<file path="src/rtl/kgs_pkg.sv">
package kgs_pkg;

    // Position of each enable inside the trap configuration byte
    localparam int CFG_W       = 8;
    localparam int CFG_DAT_RD  = 0;
    localparam int CFG_DAT_WR  = 1;
    localparam int CFG_CMD_RD  = 2;
    localparam int CFG_CMD_WR  = 3;
    localparam int CFG_SEQ_SMI = 7;

    typedef enum logic [1:0] {
        ST_IDLE  = 2'd0,
        ST_GATE1 = 2'd1,
        ST_GATE2 = 2'd2
    } seq_state_e;

    typedef enum logic [2:0] {
        CYC_NONE   = 3'd0,
        CYC_CMD_WR = 3'd1,
        CYC_CMD_RD = 3'd2,
        CYC_DAT_WR = 3'd3,
        CYC_DAT_RD = 3'd4
    } cyc_kind_e;

    typedef struct packed {
        seq_state_e state;
        logic       smi;
    } seq_regs_t;

endpackage

</file>
<file path="src/rtl/kgs_decode.sv">
module kgs_decode
    import kgs_pkg::*;
#(
    parameter int                ADDR_W    = 16,
    parameter int                DATA_W    = 8,
    parameter logic [ADDR_W-1:0] DATA_PORT = 'h60,
    parameter logic [ADDR_W-1:0] CMD_PORT  = 'h64,
    parameter logic [DATA_W-1:0] GATE_CMD  = 'hD1,
    parameter logic [DATA_W-1:0] END_CMD   = 'hFF
) (
    input  logic              valid,
    input  logic [ADDR_W-1:0] addr,
    input  logic              write,
    input  logic [DATA_W-1:0] wdata,
    output cyc_kind_e         kind,
    output logic              is_gate_cmd,
    output logic              is_end_cmd
);

    logic hit_data;
    logic hit_cmd;

    assign hit_data = valid && (addr == DATA_PORT);
    assign hit_cmd  = valid && (addr == CMD_PORT);

    always_comb begin
        kind = CYC_NONE;
        if (hit_cmd) begin
            kind = write ? CYC_CMD_WR : CYC_CMD_RD;
        end else if (hit_data) begin
            kind = write ? CYC_DAT_WR : CYC_DAT_RD;
        end
    end

    assign is_gate_cmd = (wdata == GATE_CMD);
    assign is_end_cmd  = (wdata == END_CMD);

endmodule

</file>
<file path="src/rtl/kgs_trap_sel.sv">
module kgs_trap_sel
    import kgs_pkg::*;
(
    input  cyc_kind_e        kind,
    input  logic [CFG_W-1:0] cfg,
    output logic             port_trap,
    output logic             end_smi
);

    always_comb begin
        unique case (kind)
            CYC_CMD_WR: port_trap = cfg[CFG_CMD_WR];
            CYC_CMD_RD: port_trap = cfg[CFG_CMD_RD];
            CYC_DAT_WR: port_trap = cfg[CFG_DAT_WR];
            CYC_DAT_RD: port_trap = cfg[CFG_DAT_RD];
            default:    port_trap = 1'b0;
        endcase
    end

    assign end_smi = cfg[CFG_SEQ_SMI];

endmodule

</file>
<file path="src/rtl/kbd_gate_seq.sv">
module kbd_gate_seq
    import kgs_pkg::*;
#(
    parameter int                ADDR_W    = 16,
    parameter int                DATA_W    = 8,
    parameter logic [ADDR_W-1:0] DATA_PORT = 'h60,
    parameter logic [ADDR_W-1:0] CMD_PORT  = 'h64,
    parameter logic [DATA_W-1:0] GATE_CMD  = 'hD1,
    parameter logic [DATA_W-1:0] END_CMD   = 'hFF
) (
    input  logic              clk,
    input  logic              rst_n,
    input  logic              cyc_valid,
    input  logic [ADDR_W-1:0] cyc_addr,
    input  logic              cyc_write,
    input  logic [DATA_W-1:0] cyc_wdata,
    input  logic [CFG_W-1:0]  trap_cfg,
    output logic              fwd_en,
    output logic              smi_pulse,
    output logic              seq_active
);

    cyc_kind_e kind;
    logic      is_gate_cmd;
    logic      is_end_cmd;
    logic      port_trap;
    logic      end_smi;
    seq_regs_t regs_d;
    seq_regs_t regs_q;
    logic      fwd_d;
    logic      bad_end;

    kgs_decode #(
        .ADDR_W   (ADDR_W),
        .DATA_W   (DATA_W),
        .DATA_PORT(DATA_PORT),
        .CMD_PORT (CMD_PORT),
        .GATE_CMD (GATE_CMD),
        .END_CMD  (END_CMD)
    ) u_decode (
        .valid      (cyc_valid),
        .addr       (cyc_addr),
        .write      (cyc_write),
        .wdata      (cyc_wdata),
        .kind       (kind),
        .is_gate_cmd(is_gate_cmd),
        .is_end_cmd (is_end_cmd)
    );

    kgs_trap_sel u_trap_sel (
        .kind     (kind),
        .cfg      (trap_cfg),
        .port_trap(port_trap),
        .end_smi  (end_smi)
    );

    // Next-state and decision logic for one cycle
    always_comb begin
        regs_d       = regs_q;
        regs_d.smi   = 1'b0;
        fwd_d        = 1'b0;
        bad_end      = 1'b0;

        if (kind != CYC_NONE) begin
            unique case (regs_q.state)
                ST_IDLE: begin
                    if (kind == CYC_CMD_WR && is_gate_cmd) begin
                        regs_d.state = ST_GATE1;
                        fwd_d        = 1'b1;
                    end else begin
                        fwd_d      = !port_trap;
                        regs_d.smi = port_trap;
                    end
                end
                ST_GATE1: begin
                    unique case (kind)
                        CYC_DAT_WR: begin
                            regs_d.state = ST_GATE2;
                            fwd_d        = 1'b1;
                        end
                        CYC_CMD_WR: begin
                            if (is_gate_cmd) begin
                                fwd_d = 1'b1;
                            end else begin
                                bad_end = 1'b1;
                            end
                        end
                        CYC_CMD_RD: begin
                            fwd_d      = !port_trap;
                            regs_d.smi = port_trap;
                        end
                        default: bad_end = 1'b1;
                    endcase
                end
                ST_GATE2: begin
                    unique case (kind)
                        CYC_CMD_WR: begin
                            if (is_end_cmd) begin
                                regs_d.state = ST_IDLE;
                                fwd_d        = 1'b1;
                                regs_d.smi   = end_smi;
                            end else begin
                                bad_end = 1'b1;
                            end
                        end
                        CYC_CMD_RD: begin
                            fwd_d      = !port_trap;
                            regs_d.smi = port_trap;
                        end
                        default: bad_end = 1'b1;
                    endcase
                end
                default: bad_end = 1'b1;
            endcase

            if (bad_end) begin
                regs_d.state = ST_IDLE;
                fwd_d        = !port_trap;
                regs_d.smi   = port_trap || end_smi;
            end
        end
    end

    always_ff @(posedge clk) begin
        if (!rst_n) begin
            regs_q <= '{state: ST_IDLE, smi: 1'b0};
        end else begin
            regs_q <= regs_d;
        end
    end

    assign fwd_en     = fwd_d;
    assign smi_pulse  = regs_q.smi;
    assign seq_active = (regs_q.state != ST_IDLE);

endmodule

</file>
<file path="config.mk">
export PLATFORM = sky130hd
export DESIGN_NAME = kbd_gate_seq
export DESIGN_NICKNAME = d
export VERILOG_FILES = /design/src/rtl/kgs_pkg.sv /design/src/rtl/kgs_decode.sv /design/src/rtl/kgs_trap_sel.sv /design/src/rtl/kbd_gate_seq.sv
export SDC_FILE = /design/constraint.sdc
export NUM_CORES = 1
export LEC_CHECK = 0
export BUFFER_PORTS_ARGS = -buffer_cell sky130_fd_sc_hd__buf_2
export CORE_AREA = 4 4 41 43
export CTS_CLUSTER_SIZE = 30
export DETAILED_ROUTE_END_ITERATION = 8
export DIE_AREA = 0 0 45 47
export PLACE_DENSITY = 0.79
export SYNTH_ARGS = -nofsm -noshare
export SYNTH_HDL_FRONTEND = slang
export SYNTH_SLANG_ARGS = --single-unit
</file>
<file path="constraint.sdc">
create_clock -name clk -period 2.54 [get_ports clk]
set_input_delay 0.254 -clock clk [delete_from_list [all_inputs] [get_ports clk]]
set_output_delay 0.254 -clock clk [all_outputs]
set_load 0.01 [all_outputs]
</file>
# Yosys cells after proc, flatten, opt, wreduce, memory -nomap -nowiden
# Cells that the tools add are included.
# word_totals
ff_bits	3
input_bits	36
out_inout_bits	3
word_cells	56
# op_classes
eq_ne	14
mux	28
n_reduce_logical	12
# ops
operator	n
$eq A16 B7 Y1 const B	2
$eq A8 B8 Y1 const B	2
$mux W3	5
$mux W1	10
$ne A3 B3 Y1 const B	3
$pmux W1 S3	3
$pmux W3 S3	1
$mux W2	4
$pmux W1 S2	4
$eq A3 B2 Y1 const B	2
$reduce_and A6 Y1	1
$pmux W1 S4	1
$reduce_bool A4 Y1	1
$eq A3 B1 Y1 const B	1
$eq A3 B3 Y1 const B	1
$logic_and A1 B1 Y1	3
$ne A3 B2 Y1 const B	1
$reduce_bool A3 Y1	1
$eq A2 B1 Y1 const B	1
$eq A2 B2 Y1 const B	1
$logic_not A2 Y1	1
$reduce_and A2 Y1	1
$reduce_bool A2 Y1	1
$reduce_or A2 Y1	1
2 further kinds	2

# Logic depth before layout (Yosys ltp)
# Gate-level depths: netlist of run 1.
# logic_depth
ltp_word	11
depth_mapped	6
mapped_depth_nobuf	5

# By module
# From an unflattened synthesis of run 1, not the netlist that was laid out.
# hier_totals
hier_cells	72
area_unflattened_um2	543.0
# modules_own_cells
mod	n_inst	cells_per_inst	area_each_um2	seq_area_each_um2
kbd_gate_seq	1	49	397.9	60.1
kgs_decode	1	15	96.3	0.0
kgs_trap_sel	1	8	48.8	0.0

# Worst setup path before layout of run 1
# No wires, ideal clock.
# synth_timing
kind	reg2out
from	register regs_q[2] in the netlist's numbering
to	output port fwd_en
t_arrival_ps	1217
t_required_ps	2286
setup_slack_ps	1069
path_stages_with_launch	5
path_buffers	1
cell_sequence	dfxtp_1 -> dlygate4sd1_1 -> and4_2 -> a2111oi_2 -> a311oi_2
# synth_via
elab_chain_cells	5
word_cells_on_any_way	8
classes_between	eq/ne: 2; mux: 5; reduce/logical: 1
# synth_lines
item	line	source
start, declared	kbd_gate_seq.sv:29	seq_regs_t regs_q;
start signal, assigned	kbd_gate_seq.sv:126	regs_q <= '{state: ST_IDLE, smi: 1'b0};
start signal, assigned	kbd_gate_seq.sv:128	regs_q <= regs_d;
$eq A2 B2 Y1 (tied with other cells)	kbd_gate_seq.sv:65	unique case (regs_q.state)
$pmux W1 S3	kbd_gate_seq.sv:65	
$mux W1	kbd_gate_seq.sv:64	if (kind != CYC_NONE) begin
$mux W1 *	kbd_gate_seq.sv:116	if (bad_end) begin
$mux W1 *	kbd_gate_seq.sv:64	
end, declared	kbd_gate_seq.sv:18	output logic fwd_en,
# Every way passes the cells marked *; elsewhere a longest branch is shown, timed or not. The select of a mux whose other input is x is not followed.

# Worst setup path in the final report of run 1
# layout_timing
from	register regs_q[1] in the netlist's numbering
to	output port fwd_en
# The elaborated chain is that of the path after synthesis.

==> metrics.cfg, run 1 <==
[outcome]
outcome=finished, final reports clean

[die]
dieWidth_um=45
die_h_um=47
pin_count=39
rows=13
die_area_um2=2120
core_um2=1300
start_util_pct=33.9

[setup_path]
cp.arrival_ps=1610
start_kind=flop
required_ps=2290
critPathMaxFanout=6
path_class=flop to output port
endpoint_kind=output port

[route]
wl_um=1270
vias=547
wl_per_cell_um=12.3
drtIter0Drc=7
ant_nets=0
firstDrtPassIters=4
routed_via_density=5.31
drcViolationCount=0

[timing]
layout_min_cycle_time_ps=1860
setup-tns-final_ps=0
rsz0062_at_grt=no
whs_ps=299
skew_ps=1.84
hold_viol=0
tightest_slew_ps=407
fmaxAchievable_mhz=536
finalMaxSlewViolations=0
setup_violations=0
max_slew_margin_pct=72.6
period_share_pct=73.4

[power_and_ir_drop]
vdd_ir_drop_max_mv=0.0820
powerDensity_nw_per_um2=281
p_leak_nw=0.291
total_power_mw=0.182

[placement]
gp_congestion=0.824
dp_cells=99
place_area_um2=619
port_buffers=35
dp_hpwl_um=1130

[yosys]
synth-seq-cells=3
avgSynthCellArea_um2=8.66
netlist_instances=51
synthFlopType=dfxtp_1
ys_warn_count=0
ys_types=34
syn-num-nets=87
synth-async-reset-ratio_pct=0
synth-edff-count=0
yosysSeqAreaShare_pct=13.6
syn_area_um2=442

[clock_tree]
post-cts-setup-buffers=0
cts_tree=yes
clock-root-buffer=clkbuf_4
clk_path_buf_depth=2
numCtsBuffers=3
cts.sinks=3
clock_insertion_delay_worst_skew_ps=230
cts_resized=0
h-tree-depth=1
cts_hold_buf=0
clkTransAtPathRegs_ps=40

[min_path]
hold_class=primary input to flop

[global_routing]
antenna_found_initial=0
grt_pass1_wl_um=2170
first_global_vias=567
grt_start_max_net_pins=12
grt_busiest_layer=met2
grtUsageMet2_pct=26.8
grt_usage_pct=13.7
use_met3_pct=2.68
overflow=0
use_met1_pct=15.0

[finish]
stdcell_count=103
drive_above_1_share_pct=58.0
area_growth_pct=46.2
layout.nets=125
diodes=0
stdcell_area_um2=646

[flow_run]
drv_cap=0

==> layout by cell type, fill, tap and decap left out <==
master / netlist / routed
o21ai_0: 4 / 4
o21a_1: 1 / 1
a2111oi_2: 1 / 1
a311oi_2: 1 / 1
or2b_1: 1 / 1
nand2b_1: 1 / 1
nand4_1: 3 / 3
clkbuf_1: 0 / 1
o2111ai_1: 1 / 1
dfxtp_1: 3 / 3
mux4_2: 1 / 1
a2bb2oi_1: 1 / 1
nand2_1: 2 / 2
nand3_1: 2 / 2
o21ai_1: 1 / 1
and4_2: 1 / 1
clkbuf_4: 0 / 3
a21oi_2: 1 / 1
and3_2: 1 / 1
inv_2: 1 / 1
nor4_4: 1 / 1
nor4b_2: 3 / 3
a21boi_1: 2 / 2
a21oi_1: 1 / 1
and2_1: 1 / 1
nor4_1: 1 / 1
and4_1: 2 / 2
nor2_1: 4 / 4
and3_1: 1 / 1
buf_2: 0 / 35
nand4b_1: 1 / 1
nor2b_1: 2 / 2
or2_2: 1 / 1
o21bai_1: 1 / 1
nor3_2: 1 / 1
==> registers in the layout, summed over array words and instances, names as in the netlist <==
signal	flops
regs_q	2
smi_pulse	1
==> per-layer routing <==
layer | vias to the layer above | wire (um)
met5 | - | 0
met4 | 0 | 0
met3 | 0 | 67
met2 | 15 | 724
met1 | 253 | 479
li1 | 279 | -
==> metrics by stage <==
stage	setup slack [ps]	utilization [%]
2_1_floorplan	1070	-
3_3_place_gp	727	47.6
3_5_place_dp	731	47.6
4_1_cts	695	49.6
5_1_grt	592	49.6
6_report	675	49.6
==> worst paths after layout <==
check	end	from	slack (ps)	cells past startpoint
worst max-delay path	fwd_en	regs_q[1]	680	5
worst min-delay path	regs_q[2]	rst_n	300	2
worst min register to register	regs_q[1]	regs_q[1]	580	2
worst max register to register	smi_pulse	regs_q[1]	1140	5
==> critical path, cell delays in order, from the launching register on <==
cell and delay [ps]:
dfxtp_1 420, or2b_1 290, o21bai_1 150, a2bb2oi_1 250
a311oi_2 130, buf_2 150
==> report_power, final <==
part           internal (mW)  switching (mW)
registers             0.0474    0.0000000205
logic                 0.0288          0.0229
clock network         0.0588          0.0239
==> cells in the mapped netlist, types with 2 or more instances <==
cell | n | area share (%)
nor4b_2 | 3 | 10
a21boi_1 | 2 | 3.4
nor2_1 | 4 | 3.4
nor2b_1 | 2 | 2.8
nand4_1 | 3 | 4.2
and4_1 | 2 | 4.0
dfxtp_1 | 3 | 14
nand2_1 | 2 | 1.7
nand3_1 | 2 | 2.3
o21ai_0 | 4 | 4.5
==> logic make-up (layout without fill, tap and decap cells) <==
group / Yosys count / count (layout) / synth area share, %
buf+inv: 3 / 40 / 4.53
flops: 3 / 3 / 13.6
compound gates: 15 / 15 / 26.3
mux: 1 / 1 / 5.10
simple gates: 29 / 29 / 50.4
==> cell type report <==
type                       count  area (um2)
clock buffer                   4        26.3
fill                         140         656
inverter                       1        3.75
multi-input combinational     45         362
sequential                     3        60.1
tap                           15        18.8
timing repair buffer          35         175
Note: power is estimated with default switching activity, not from simulation.
==> run 2: changes to the inputs <==
Settings changed: CORE_AREA 4 4 41 43 to default, CORE_MARGIN from default to 4, CORE_UTILIZATION from default to 32, DIE_AREA 0 0 45 47 to default, PLACE_DENSITY 0.79 to 0.8.
Clock period 2.54 ns to 1.7 ns, I/O delays scaled along.
==> run 2 against run 1 <==
Critical path depth unchanged. Worst setup slack lost 660 ps. Flip-flop and latch count stayed put. Register-to-register slack lost 850 ps. Final area up 6.8%. Via count grew 3.1%. Combinational power is 61% higher. Non-clock buffer count grew 4. First-iteration DRC count up 29%. Sequential power rose by 46%.
==> metrics.cfg, run 2 (synthesis results as in run 1) <==
[setup_path]
required_ps=1530  ; -760 ps
cp.arrival_ps=1520  ; -90 ps
endpoint_kind=output port
critPathMaxFanout=5  ; -1
start_kind=flop
r2r_slack_ps=290  ; -850 ps
path_class=flop to output port

[route]
wl_um=1300  ; +2.6%
vias=564  ; +3.1%
wl_per_cell_um=12.2  ; -1.2%
firstDrtPassIters=2  ; -2
drcViolationCount=0  ; unchanged
ant_nets=0  ; unchanged
drtIter0Drc=9  ; +2
routed_via_density=5.27  ; -0.75%

[timing]
layout_min_cycle_time_ps=1690
finalMaxSlewViolations=0  ; unchanged
skew_ps=0.0405  ; -1.80 ps
setup_violations=0  ; unchanged
fmaxAchievable_mhz=593
rsz0062_at_grt=yes
period_share_pct=99.3
tightest_slew_ps=312  ; -95.1 ps
hold_viol=0  ; unchanged
max_slew_margin_pct=79.0  ; +6.4 points
whs_ps=211  ; -88.4 ps

[global_routing]
overflow=0  ; unchanged
grt_usage_pct=13.9  ; +0.16 points
first_global_vias=560  ; -1.2%
grt_pass1_wl_um=2140  ; -1.6%
antenna_found_initial=0  ; unchanged
grt_start_max_net_pins=11  ; -1

[die]
die_h_um=45.2  ; -3.9%
die_area_um2=2040  ; -3.6%
pin_count=39  ; unchanged
start_util_pct=33.9  ; unchanged
core_um2=1300  ; unchanged
dieWidth_um=45.2  ; +0.33%
rows=13  ; unchanged

[outcome]
outcome=finished, final reports clean

[placement]
dp_hpwl_um=1080  ; -4.6%
dp_cells=100  ; +1.0%
port_buffers=35  ; unchanged
gp_congestion=0.856  ; +3.9%

[clock_tree]
h-tree-depth=1  ; unchanged
cts_hold_buf=0  ; unchanged
clkTransAtPathRegs_ps=40  ; about the same
cts.sinks=3  ; unchanged
clock_insertion_delay_worst_skew_ps=230  ; about the same
cts_tree=yes
clk_path_buf_depth=2  ; unchanged
numCtsBuffers=3  ; unchanged
clock-root-buffer=clkbuf_4

[min_path]
hold_class=primary input to flop

[power_and_ir_drop]
p_int_mw=0.204  ; +51%
combPwrFrac_pct=30.4  ; +2.0 points
vdd_ir_drop_max_mv=0.147  ; +80%
p_sw_mw=0.0707  ; +51%
powerDensity_nw_per_um2=398  ; +42%
total_power_mw=0.275  ; +51%
sw_frac_of_total_pct=25.7  ; about the same
p_clk_share_pct=44.4  ; -1.1 points
p_leak_nw=0.315  ; +8.2%
pwr-share-seq_pct=25.2  ; -0.9 points

[finish]
regMostFlops=regs_q
drive_above_1_share_pct=64.1  ; +6.2 points
stdcell_count=107  ; +3.9%
layout.nets=129  ; +3.2%
layout_commonest_cell=buf_2
largest_reg_flops=2  ; unchanged
diodes=0  ; unchanged
area_growth_pct=56.1
mostFrequentLayoutCells=35 x buf_2, 4 x o21ai_0, 4 x nor2_1, 4 x buf_4

[flow_run]
drv_cap=0  ; unchanged

==> run 2: changes by cell type in the layout (fill, tap and decap cells not counted) <==
cell,previous run,this run
buf_4,0,4
dfxtp_1,3,1
a2bb2oi_1,1,0
a2bb2oi_2,0,1
dfxtp_2,0,1
dfxtp_4,0,1
nor2b_1,2,1
nor2b_2,0,1
==> run 2: per-layer routing <==
metal | track usage [%] | vias to the layer above | wire (um)
met5 | 0 | - | 0
met4 | 7.02 | 0 | 0
met3 | 1.59 | 0 | 79
met2 | 27.4 | 14 | 756
met1 | 13.8 | 262 | 468
li1 | - | 288 | -
==> run 2: power by group through the flow <==
stage               clock network, mW  logic [mW]  registers [mW]
finish                          0.122      0.0834          0.0692
global placement                    0      0.0774          0.0719
floorplan                           0      0.0312          0.0719
CTS                             0.126      0.0814          0.0708
global route                    0.134      0.0922          0.0691
detailed placement                  0      0.0799          0.0719
==> run 2: area by class of cell <==
type,count,area (um2)
tap,15,18.8
clock buffer,4,26.3
inverter,1,3.75
timing repair buffer,39,205
fill,139,612
sequential,3,65.1
multi-input combinational,45,370
==> run 2: metrics by stage <==
step                      setup slack, ps  util, %  cell area [um2]  TNS, ps
after floorplan                       313        -              442        0
after global placement                183     48.2              627        0
after detailed placement              171     48.2              627        0
after CTS                            37.0     50.8              661        0
after global routing                -21.3     53.0              689    -21.3
final                                12.4     53.0              689        0
==> run 2: worst paths after layout <==
check,start,endpoint,cells after the start
setup / recovery,regs_q[1],fwd_en,5
hold / removal,trap_cfg[7],smi_pulse,3
setup reg to reg,regs_q[1],smi_pulse,6
hold reg to reg,regs_q[2],regs_q[2],2
==> run 2: timing repair <==
action,CTS,global route
gates resized for setup,2,3
endpoints found under the setup margin,1,1
setup buffers,0,3
pin swaps,0,1
==> run 2: worst max-delay path, stage by stage, from the launching register on <==
cell	delay, ps
dfxtp_4	360
or2b_1	260
o21bai_1	200
a2bb2oi_2	210
a311oi_2	110
buf_2	150
